`src/rtl/tmc_pkg.sv`:
```
package tmc_pkg;

  // Functions after qualification by completion strobe and task class
  typedef struct packed {
    logic load_boot;
    logic swap_req;
    logic step;
    logic reset_op;
  } tmc_cmd_t;

endpackage

```
`src/rtl/tmc_cmd_qual.sv`:
```
module tmc_cmd_qual
  import tmc_pkg::*;
(
  input  logic     task_is_ram,
  input  logic     fn_load_boot,
  input  logic     fn_swap,
  input  logic     uinst_done,
  input  logic     reset_op,
  output tmc_cmd_t cmd
);

  always_comb begin
    cmd           = '0;
    cmd.reset_op  = reset_op;
    cmd.step      = uinst_done & ~reset_op;
    cmd.load_boot = uinst_done & task_is_ram & fn_load_boot & ~reset_op;
    cmd.swap_req  = uinst_done & task_is_ram & fn_swap & ~reset_op;
  end

endmodule

```
`src/rtl/tmc_boot_reg.sv`:
```
module tmc_boot_reg
  import tmc_pkg::*;
#(
  parameter int NUM_TASKS = 16
) (
  input  logic                 clk,
  input  logic                 rst_n,
  input  tmc_cmd_t             cmd,
  input  logic [NUM_TASKS-1:0] bus,
  output logic [NUM_TASKS-1:0] boot_q
);

  logic [NUM_TASKS-1:0] boot_d;
  logic                 boot_en;

  always_comb begin
    boot_en = cmd.reset_op | cmd.load_boot;
    boot_d  = boot_q;
    if (cmd.reset_op) begin
      boot_d = '1;
    end else if (cmd.load_boot) begin
      boot_d = bus;
    end
  end

  always_ff @(posedge clk or negedge rst_n) begin
    if (!rst_n) begin
      boot_q <= '1;
    end else if (boot_en) begin
      boot_q <= boot_d;
    end
  end

endmodule

```
`src/rtl/tmc_swap_delay.sv`:
```
module tmc_swap_delay
  import tmc_pkg::*;
(
  input  logic     clk,
  input  logic     rst_n,
  input  tmc_cmd_t cmd,
  output logic     pend_q,
  output logic     flip_now
);

  logic pend_d;
  logic pend_en;

  always_comb begin
    pend_en  = cmd.reset_op | cmd.step;
    pend_d   = cmd.reset_op ? 1'b0 : cmd.swap_req;
    flip_now = pend_q & cmd.step;
  end

  always_ff @(posedge clk or negedge rst_n) begin
    if (!rst_n) begin
      pend_q <= 1'b0;
    end else if (pend_en) begin
      pend_q <= pend_d;
    end
  end

endmodule

```
`src/rtl/tmc_mode_bank.sv`:
```
module tmc_mode_bank
  import tmc_pkg::*;
#(
  parameter int NUM_TASKS = 16,
  parameter int EMU_TASK  = 0
) (
  input  logic                 clk,
  input  logic                 rst_n,
  input  tmc_cmd_t             cmd,
  input  logic                 flip_now,
  input  logic [NUM_TASKS-1:0] boot_q,
  output logic [NUM_TASKS-1:0] mode_q
);

  for (genvar t = 0; t < NUM_TASKS; t++) begin : g_task
    logic bit_d;
    logic bit_en;

    if (t == EMU_TASK) begin : g_emu
      always_comb begin
        bit_en = cmd.reset_op | flip_now;
        bit_d  = cmd.reset_op ? boot_q[t] : ~mode_q[t];
      end
    end else begin : g_other
      always_comb begin
        bit_en = cmd.reset_op;
        bit_d  = boot_q[t];
      end
    end

    always_ff @(posedge clk or negedge rst_n) begin
      if (!rst_n) begin
        mode_q[t] <= 1'b1;
      end else if (bit_en) begin
        mode_q[t] <= bit_d;
      end
    end
  end

endmodule

```
`src/rtl/task_mode_ctl.sv`:
```
module task_mode_ctl
  import tmc_pkg::*;
#(
  parameter int NUM_TASKS = 16,
  parameter int EMU_TASK  = 0,
  localparam int TASK_W   = $clog2(NUM_TASKS)
) (
  input  logic                 clk,
  input  logic                 rst_n,
  input  logic [TASK_W-1:0]    task_id,
  input  logic                 task_is_ram,
  input  logic                 fn_load_boot,
  input  logic                 fn_swap,
  input  logic                 uinst_done,
  input  logic                 reset_op,
  input  logic [NUM_TASKS-1:0] bus,
  output logic                 cur_rom
);

  // Reset: asserted asynchronously, released on a clock edge
  logic [1:0] rst_sync_q;
  logic       rst_int_n;

  always_ff @(posedge clk or negedge rst_n) begin
    if (!rst_n) begin
      rst_sync_q <= 2'b00;
    end else begin
      rst_sync_q <= {rst_sync_q[0], 1'b1};
    end
  end

  assign rst_int_n = rst_sync_q[1];

  tmc_cmd_t             cmd;
  logic [NUM_TASKS-1:0] boot_q;
  logic [NUM_TASKS-1:0] mode_q;
  logic                 pend_q;
  logic                 flip_now;

  tmc_cmd_qual u_qual (
    .task_is_ram  (task_is_ram),
    .fn_load_boot (fn_load_boot),
    .fn_swap      (fn_swap),
    .uinst_done   (uinst_done),
    .reset_op     (reset_op),
    .cmd          (cmd)
  );

  tmc_boot_reg #(.NUM_TASKS(NUM_TASKS)) u_boot (
    .clk    (clk),
    .rst_n  (rst_int_n),
    .cmd    (cmd),
    .bus    (bus),
    .boot_q (boot_q)
  );

  tmc_swap_delay u_delay (
    .clk      (clk),
    .rst_n    (rst_int_n),
    .cmd      (cmd),
    .pend_q   (pend_q),
    .flip_now (flip_now)
  );

  tmc_mode_bank #(.NUM_TASKS(NUM_TASKS), .EMU_TASK(EMU_TASK)) u_bank (
    .clk      (clk),
    .rst_n    (rst_int_n),
    .cmd      (cmd),
    .flip_now (flip_now),
    .boot_q   (boot_q),
    .mode_q   (mode_q)
  );

  assign cur_rom = mode_q[task_id];

endmodule

```
`config.mk`:
```
export PLATFORM = sky130hd
export DESIGN_NAME = task_mode_ctl
export DESIGN_NICKNAME = d
export VERILOG_FILES = /design/src/rtl/tmc_pkg.sv /design/src/rtl/tmc_cmd_qual.sv /design/src/rtl/tmc_boot_reg.sv /design/src/rtl/tmc_swap_delay.sv /design/src/rtl/tmc_mode_bank.sv /design/src/rtl/task_mode_ctl.sv
export SDC_FILE = /design/constraint.sdc
export NUM_CORES = 1
export LEC_CHECK = 0
export ABC_AREA = 1
export BUFFER_PORTS_ARGS = -buffer_cell sky130_fd_sc_hd__clkbuf_2
export CORE_MARGIN = 3
export CORE_UTILIZATION = 60
export CTS_BUF_LIST = sky130_fd_sc_hd__clkbuf_16
export CTS_CLUSTER_SIZE = 28
export DETAILED_ROUTE_END_ITERATION = 16
export PLACE_DENSITY = 0.92
export SYNTH_ARGS = -nofsm -noshare
export SYNTH_HDL_FRONTEND = slang
export SYNTH_HIERARCHICAL = 1
export SYNTH_SLANG_ARGS = --single-unit
```
`constraint.sdc`:
```
create_clock -name clk -period 2.5 [get_ports clk]
set_clock_uncertainty 0.1 [all_clocks]
set_input_delay 0.375 -clock clk [delete_from_list [all_inputs] [get_ports clk]]
set_output_delay 0.375 -clock clk [all_outputs]
set_load 0.01 [all_outputs]
```
Word-level counts from Yosys, hierarchy flattened

Index checks and enable logic that the tools add are counted.

Register bits after elaboration: 35
Bits of input ports: 27
Output and inout port bits: 1
Logic and storage cells: 40

Magnitude comparators: 1
Muxes and demuxes: 6
Bitwise gates (word level): 12
Reductions and logical operators: 2

Operators with widths:

| kind                                                                 | count |
|---|---|
| 16-bit two-way mux                                                   | 2 |
| 1-bit bitwise AND                                                    | 7 |
| 4-bit by 5-bit < comparator with 1-bit output, second input constant | 1 |
| 1-bit binary-select mux with 4-bit select                            | 1 |
| 1-bit two-way mux                                                    | 3 |
| 1-bit OR                                                             | 3 |
| 1-bit inverter                                                       | 2 |
| 2-bit AND reduction                                                  | 1 |
| 2-bit nonzero test                                                   | 1 |

Depth between registers and ports, before layout

Depth in word-level cells: 5
Mapped depth: 9
Mapped depth without buffers: 9

Modules after synthesis

The synthesis kept the hierarchy.

By module, submodules not included:

| module         | times used | cells an instance | area an instance (µm²) | sequential area each (µm²) |
|---|---|---|---|---|
| tmc_boot_reg   | 1          | 70                | 710.7                  | 420.4 |
| tmc_mode_bank  | 1          | 72                | 681.9                  | 420.4 |
| task_mode_ctl  | 1          | 53                | 281.5                  | 50.0 |
| tmc_swap_delay | 1          | 8                 | 52.6                   | 25.0 |
| tmc_cmd_qual   | 1          | 8                 | 36.3                   | 0.0 |

Worst setup path after synthesis

No wires, ideal clock.

Kind: input to output
From: in task_id[0]
To: out cur_rom
Arrival: 0.893 ns
Required time: 2.025 ns
Path slack: 1.132 ns
Cell stages on the path: 8
Path buffers: 1
Path through: buf_6 inv_8 nand2_2 nand2_1 nand2_1 nand3_1 nand3_1 nand2_1

Longest elaborated chain between the ends: 2

RTL lines:

| item                                      | RTL line            | RTL |
|---|---|---|
| start, declared                           | task_mode_ctl.sv:10 | `input logic [TASK_W-1:0] task_id,` |
| 1-bit binary-select mux with 4-bit select | task_mode_ctl.sv:74 | `assign cur_rom = mode_q[task_id];` |
| 1-bit two-way mux (implied by the code)   | task_mode_ctl.sv:74 |  |
| end, declared                             | task_mode_ctl.sv:17 | `output logic cur_rom` |

No other way between the ends. The select of a mux whose other input is x is not followed.

Worst setup path after layout

From: reg u_bank.mode_q[1]
To: out cur_rom

Longest elaborated chain between the ends: 2

RTL lines:

| item                                      | RTL line            | RTL |
|---|---|---|
| start, declared                           | tmc_mode_bank.sv:12 | `output logic [NUM_TASKS-1:0] mode_q` |
| start signal, assigned by index           | tmc_mode_bank.sv:35 | `mode_q[t] <= bit_d;` |
| 1-bit binary-select mux with 4-bit select | task_mode_ctl.sv:74 |  |
| 1-bit two-way mux (implied by the code)   | task_mode_ctl.sv:74 |  |

No other way between the ends. The select of a mux whose other input is x is not followed.

==> PnR_summary.wiki <==
{| class="wikitable"
! Metric !! Value
|-
| Outcome || complete, no violations
|-
| Most Frequent Cell on Critical Path || sky130_fd_sc_hd__nand3_1
|-
| Critical path buffer and inverter count || 2
|-
| Slowest cell on the critical path || sky130_fd_sc_hd__dfstp_2
|-
| Power Internal || approximately 1.1 mW
|-
| Type of origin of the critical path || flip-flop
|-
| Combinational family with the most area after synthesis || simple AND/OR/NAND/NOR gates
|-
| Share of Yosys cell area claimed by the top area cell type || around 48%
|-
| Final cell area excluding filler cells || 2000 µm²
|-
| Post-synthesis net count || about 240
|-
| Share of the synthesized netlist area taken by xor and xnor gates || 0%
|-
| Number of buffers inserted by hold repair at cts || 1
|-
| Combined global-route utilization of all metal layers || 21.4%
|-
| VDD IR-drop max || 0.749 mV
|-
| Cells taking the most area after synthesis || sky130_fd_sc_hd__dfstp_2 (48%), sky130_fd_sc_hd__nand2_1 (21%), sky130_fd_sc_hd__dfrtp_1 (4.3%)
|-
| Routed vias/inst || roughly 5.0
|-
| Critical path's largest stage delay || about 0.54 ns
|-
| Routability congestion estimate || approximately 0.78
|-
| Clock transition at path regs || about 0.050 ns
|-
| Largest net degree at the start of global routing || 38
|-
| Warnings from Yosys || 6
|-
| Post-CTS repair timing setup buffer count || 0
|-
| Family of cells with the greatest summed delay on the critical path || flip-flops
|-
| Clock tree from TritonCTS || built
|-
| Classification of the worst setup path || reg2out
|-
| Placed standard-cell area || approximately 1900 µm²
|-
| Cell type with the highest aggregate area in the netlist || sky130_fd_sc_hd__dfstp_2
|-
| Die outline area || roughly 3600 µm²
|-
| Critical path capture point type || output port
|-
| Part of the power in the clock network || between 40% and 50%
|-
| Final sum of negative setup slack || 0 ns
|-
| Share of synthesized cell area in and, or, nand and nor gates || between 20% and 30%
|-
| Clock latency reported for the late side of the worst-skew pair || 0.27 ns
|-
| TritonCTS sink count || 35
|-
| Clock root buffer || sky130_fd_sc_hd__clkbuf_16
|-
| Number of storage elements in the synthesis netlist || 35
|-
| Count of cell instances traversed by the critical path || 7
|-
| Mapped Cells || about 210
|-
| Final net count || about 270
|-
| Switching power of the nets || 340 µW
|-
| Ordered list of cells on the worst path || inv_1, nand2_1, nand3_1, nand3_1, nand3_1, nand2_1, clkbuf_2
|-
| Port Buffers || 27
|-
| Die height || between 60 and 70 µm
|-
| Fraction of power spent switching nets || 24.2%
|-
| Data required time of the critical path || slightly above 2 ns
|-
| Count of antenna-violating nets left after detailed routing || 0
|-
| Clock buffer depth || 2
|-
| Arrival time of data at the critical path endpoint || 1.34 ns
|-
| Fmax || between 500 and 600 MHz
|-
| Post-cts gate resize count || 0
|-
| Synthesized cell area || 1760 µm²
|-
| Vias in the first global route || approximately 1.3k
|-
| I/O pin count || 28
|-
| Ant. Diodes || 0
|-
| Hold crit path type || reg2async
|-
| Synth-to-Final Area Change || 13.6%
|-
| Leakage power || approximately 1.1 nW
|-
| Total wirelength of the detailed-routed design || approximately 3300 µm
|-
| Proportion of synthesized area in mux cells || 0%
|-
| Max-cap violation count || 0
|-
| Max H-tree Level || 2
|-
| Die boundary width || 60.2 µm
|-
| Path depth of the worst reg2reg path || 4
|-
| Register area share after synthesis || roughly half
|-
| Unrepaired setup endpoints after global routing || false
|-
| Remaining global-route overflow || 0
|-
| Sequential Power Share || 47.4%
|-
| DRT iter0 DRCs || 36
|-
| Number of rows in the core area || 19
|-
| Post-route fraction of the period consumed by the critical path || between 70 and 80%
|-
| Share of cells above drive strength 1 || 37.8%
|-
| Count of pins over their slew limit || 0
|-
| Complex-gate fraction of the synthesized area || 6.53%
|-
| Antenna violations before repair || 0
|-
| Number of endpoints with negative hold slack in the final report || 0
|-
| Detailed-route via count || between 1k and 1.5k
|-
| Global-route wire length before repair || approximately 5500 µm
|-
| Total core area || about 2800 µm²
|-
| Per-cell routed wire length || roughly 12 µm
|-
| P per Cell Area || between 700 and 800 nW/µm²
|-
| Share of power burned in combinational logic || a little under an eighth
|-
| Final HPWL from detailed placement || about 2200 µm
|-
| Avg Inst Size Synth || 8.36 µm²
|-
| PnR Total Power || around 1.4 mW
|-
| Final count of negative-setup-slack endpoints || 0
|-
| Crit-path max FO || 2
|-
| Post-Synth Adder-Cell Area || 0%
|-
| Initial Util || a little under two thirds
|-
| Number of search-and-repair iterations in the first detailed-routing pass || 4
|-
| DRC violation count after routing || 0
|-
| Post-route minimum period || around 1.8 ns
|-
| Post-synth cell types || 18
|-
| Number of buffers created by CTS || 5
|}
==> power groups by stage <==
| stage | combinational (mW) | sequential [mW] | clock (mW) |
|---|---|---|---|
| floorplan | 0.119 | 0.672 | 0 |
| global placement | 0.155 | 0.671 | 0 |
| detailed placement | 0.162 | 0.672 | 0 |
| CTS | 0.165 | 0.665 | 0.579 |
| global route | 0.188 | 0.670 | 0.607 |
| finish | 0.164 | 0.665 | 0.573 |
==> final timing paths <==
path / slack (ns) / start / end
hold reg to reg: 0.16 / rst_sync_q[1]$_DFF_PN0_ / u_delay/pend_q$_DFFE_PN0P_
setup / recovery: 0.69 / u_bank/mode_q[1]$_DFFE_PN1P_ / cur_rom
max in group asynchronous: 1.83 / rst_sync_q[1]$_DFF_PN0_ / u_boot/boot_q[9]$_DFFE_PN1P_
min in group clk: 0.20 / bus[4] / u_boot/boot_q[4]$_DFFE_PN1P_
hold / removal: 0.16 / rst_sync_q[1]$_DFF_PN0_ / u_delay/pend_q$_DFFE_PN0P_
setup reg to reg: 1.58 / u_boot/boot_q[0]$_DFFE_PN1P_ / u_bank/mode_q[0]$_DFFE_PN1P_
==> synth_stat cells <==
cell                       instances
sky130_fd_sc_hd__clkbuf_8          1
sky130_fd_sc_hd__dfstp_2          32
sky130_fd_sc_hd__nand2_2          10
sky130_fd_sc_hd__nor2_4            1
sky130_fd_sc_hd__a21oi_1           8
sky130_fd_sc_hd__o21ai_0           1
sky130_fd_sc_hd__buf_4             1
sky130_fd_sc_hd__nor2_1            3
sky130_fd_sc_hd__inv_1            19
sky130_fd_sc_hd__dfrtp_1           3
sky130_fd_sc_hd__a21oi_2           8
sky130_fd_sc_hd__nand3_1          14
sky130_fd_sc_hd__inv_8             2
sky130_fd_sc_hd__buf_6             6
sky130_fd_sc_hd__buf_8             1
sky130_fd_sc_hd__conb_1            1
sky130_fd_sc_hd__inv_2             2
sky130_fd_sc_hd__nand2_1          98
==> state kept, by name, summed over array words and instances, names as in the netlist <==
| signal | count |
|---|---|
| rst_sync_q | 2 |
| u_bank/mode_q | 16 |
| u_boot/boot_q | 16 |
| u_delay/pend_q | 1 |
==> metrics by stage <==
step                      hold WS (ns)  setup slack (ns)  cells  util, %
after detailed placement        0.0639             0.877    263     66.7
after global routing             0.207             0.617    272     72.0
after CTS                        0.170             0.678    272     72.0
final                            0.159             0.687    272     72.0
after floorplan                -0.0206              1.13    211        -
after global placement          0.0610             0.913    263     66.7
==> cell type report <==
type	instances	area [µm²]
clock buffer	5	125
clock inverter	3	12.5
fill	217	778
inverter	23	101
multi-input combinational	144	642
sequential	35	916
tap	31	38.8
timing repair buffer	31	168
==> placed cells by master (no fill, tap or decap) <==
master / netlist / routed
sky130_fd_sc_hd__nand2_1: 98 / 98
sky130_fd_sc_hd__dfstp_2: 32 / 32
sky130_fd_sc_hd__clkbuf_2: 0 / 27
sky130_fd_sc_hd__inv_1: 19 / 21
sky130_fd_sc_hd__nand3_1: 14 / 14
sky130_fd_sc_hd__nand2_2: 10 / 10
sky130_fd_sc_hd__a21oi_2: 8 / 8
sky130_fd_sc_hd__a21oi_1: 8 / 8
sky130_fd_sc_hd__clkbuf_16: 0 / 5
sky130_fd_sc_hd__buf_4: 1 / 3
sky130_fd_sc_hd__dfrtp_1: 3 / 3
sky130_fd_sc_hd__nor2_1: 3 / 3
sky130_fd_sc_hd__inv_8: 2 / 2
sky130_fd_sc_hd__inv_2: 2 / 2
sky130_fd_sc_hd__clkinv_2: 0 / 1
sky130_fd_sc_hd__dlygate4sd3_1: 0 / 1
sky130_fd_sc_hd__conb_1: 1 / 1
sky130_fd_sc_hd__o21ai_0: 1 / 1
sky130_fd_sc_hd__nor2_4: 1 / 1
==> cell families (layout without fill, tap and decap cells) <==
kind of cell / Yosys count / after routing
AND/OR/NAND/NOR: 126 / 126
flip-flops: 35 / 35
buffers and inverters: 32 / 62
AO/OA/AOI/OAI: 17 / 17
other: 1 / 1
==> per-layer routing <==
layer  GRT usage (%)  wire length (µm)
met1            26.6              1470
met2            33.2              1600
met3            7.56               160
met4            10.1                78
met5               0                 0
Note: power is estimated with default switching activity, not from simulation.
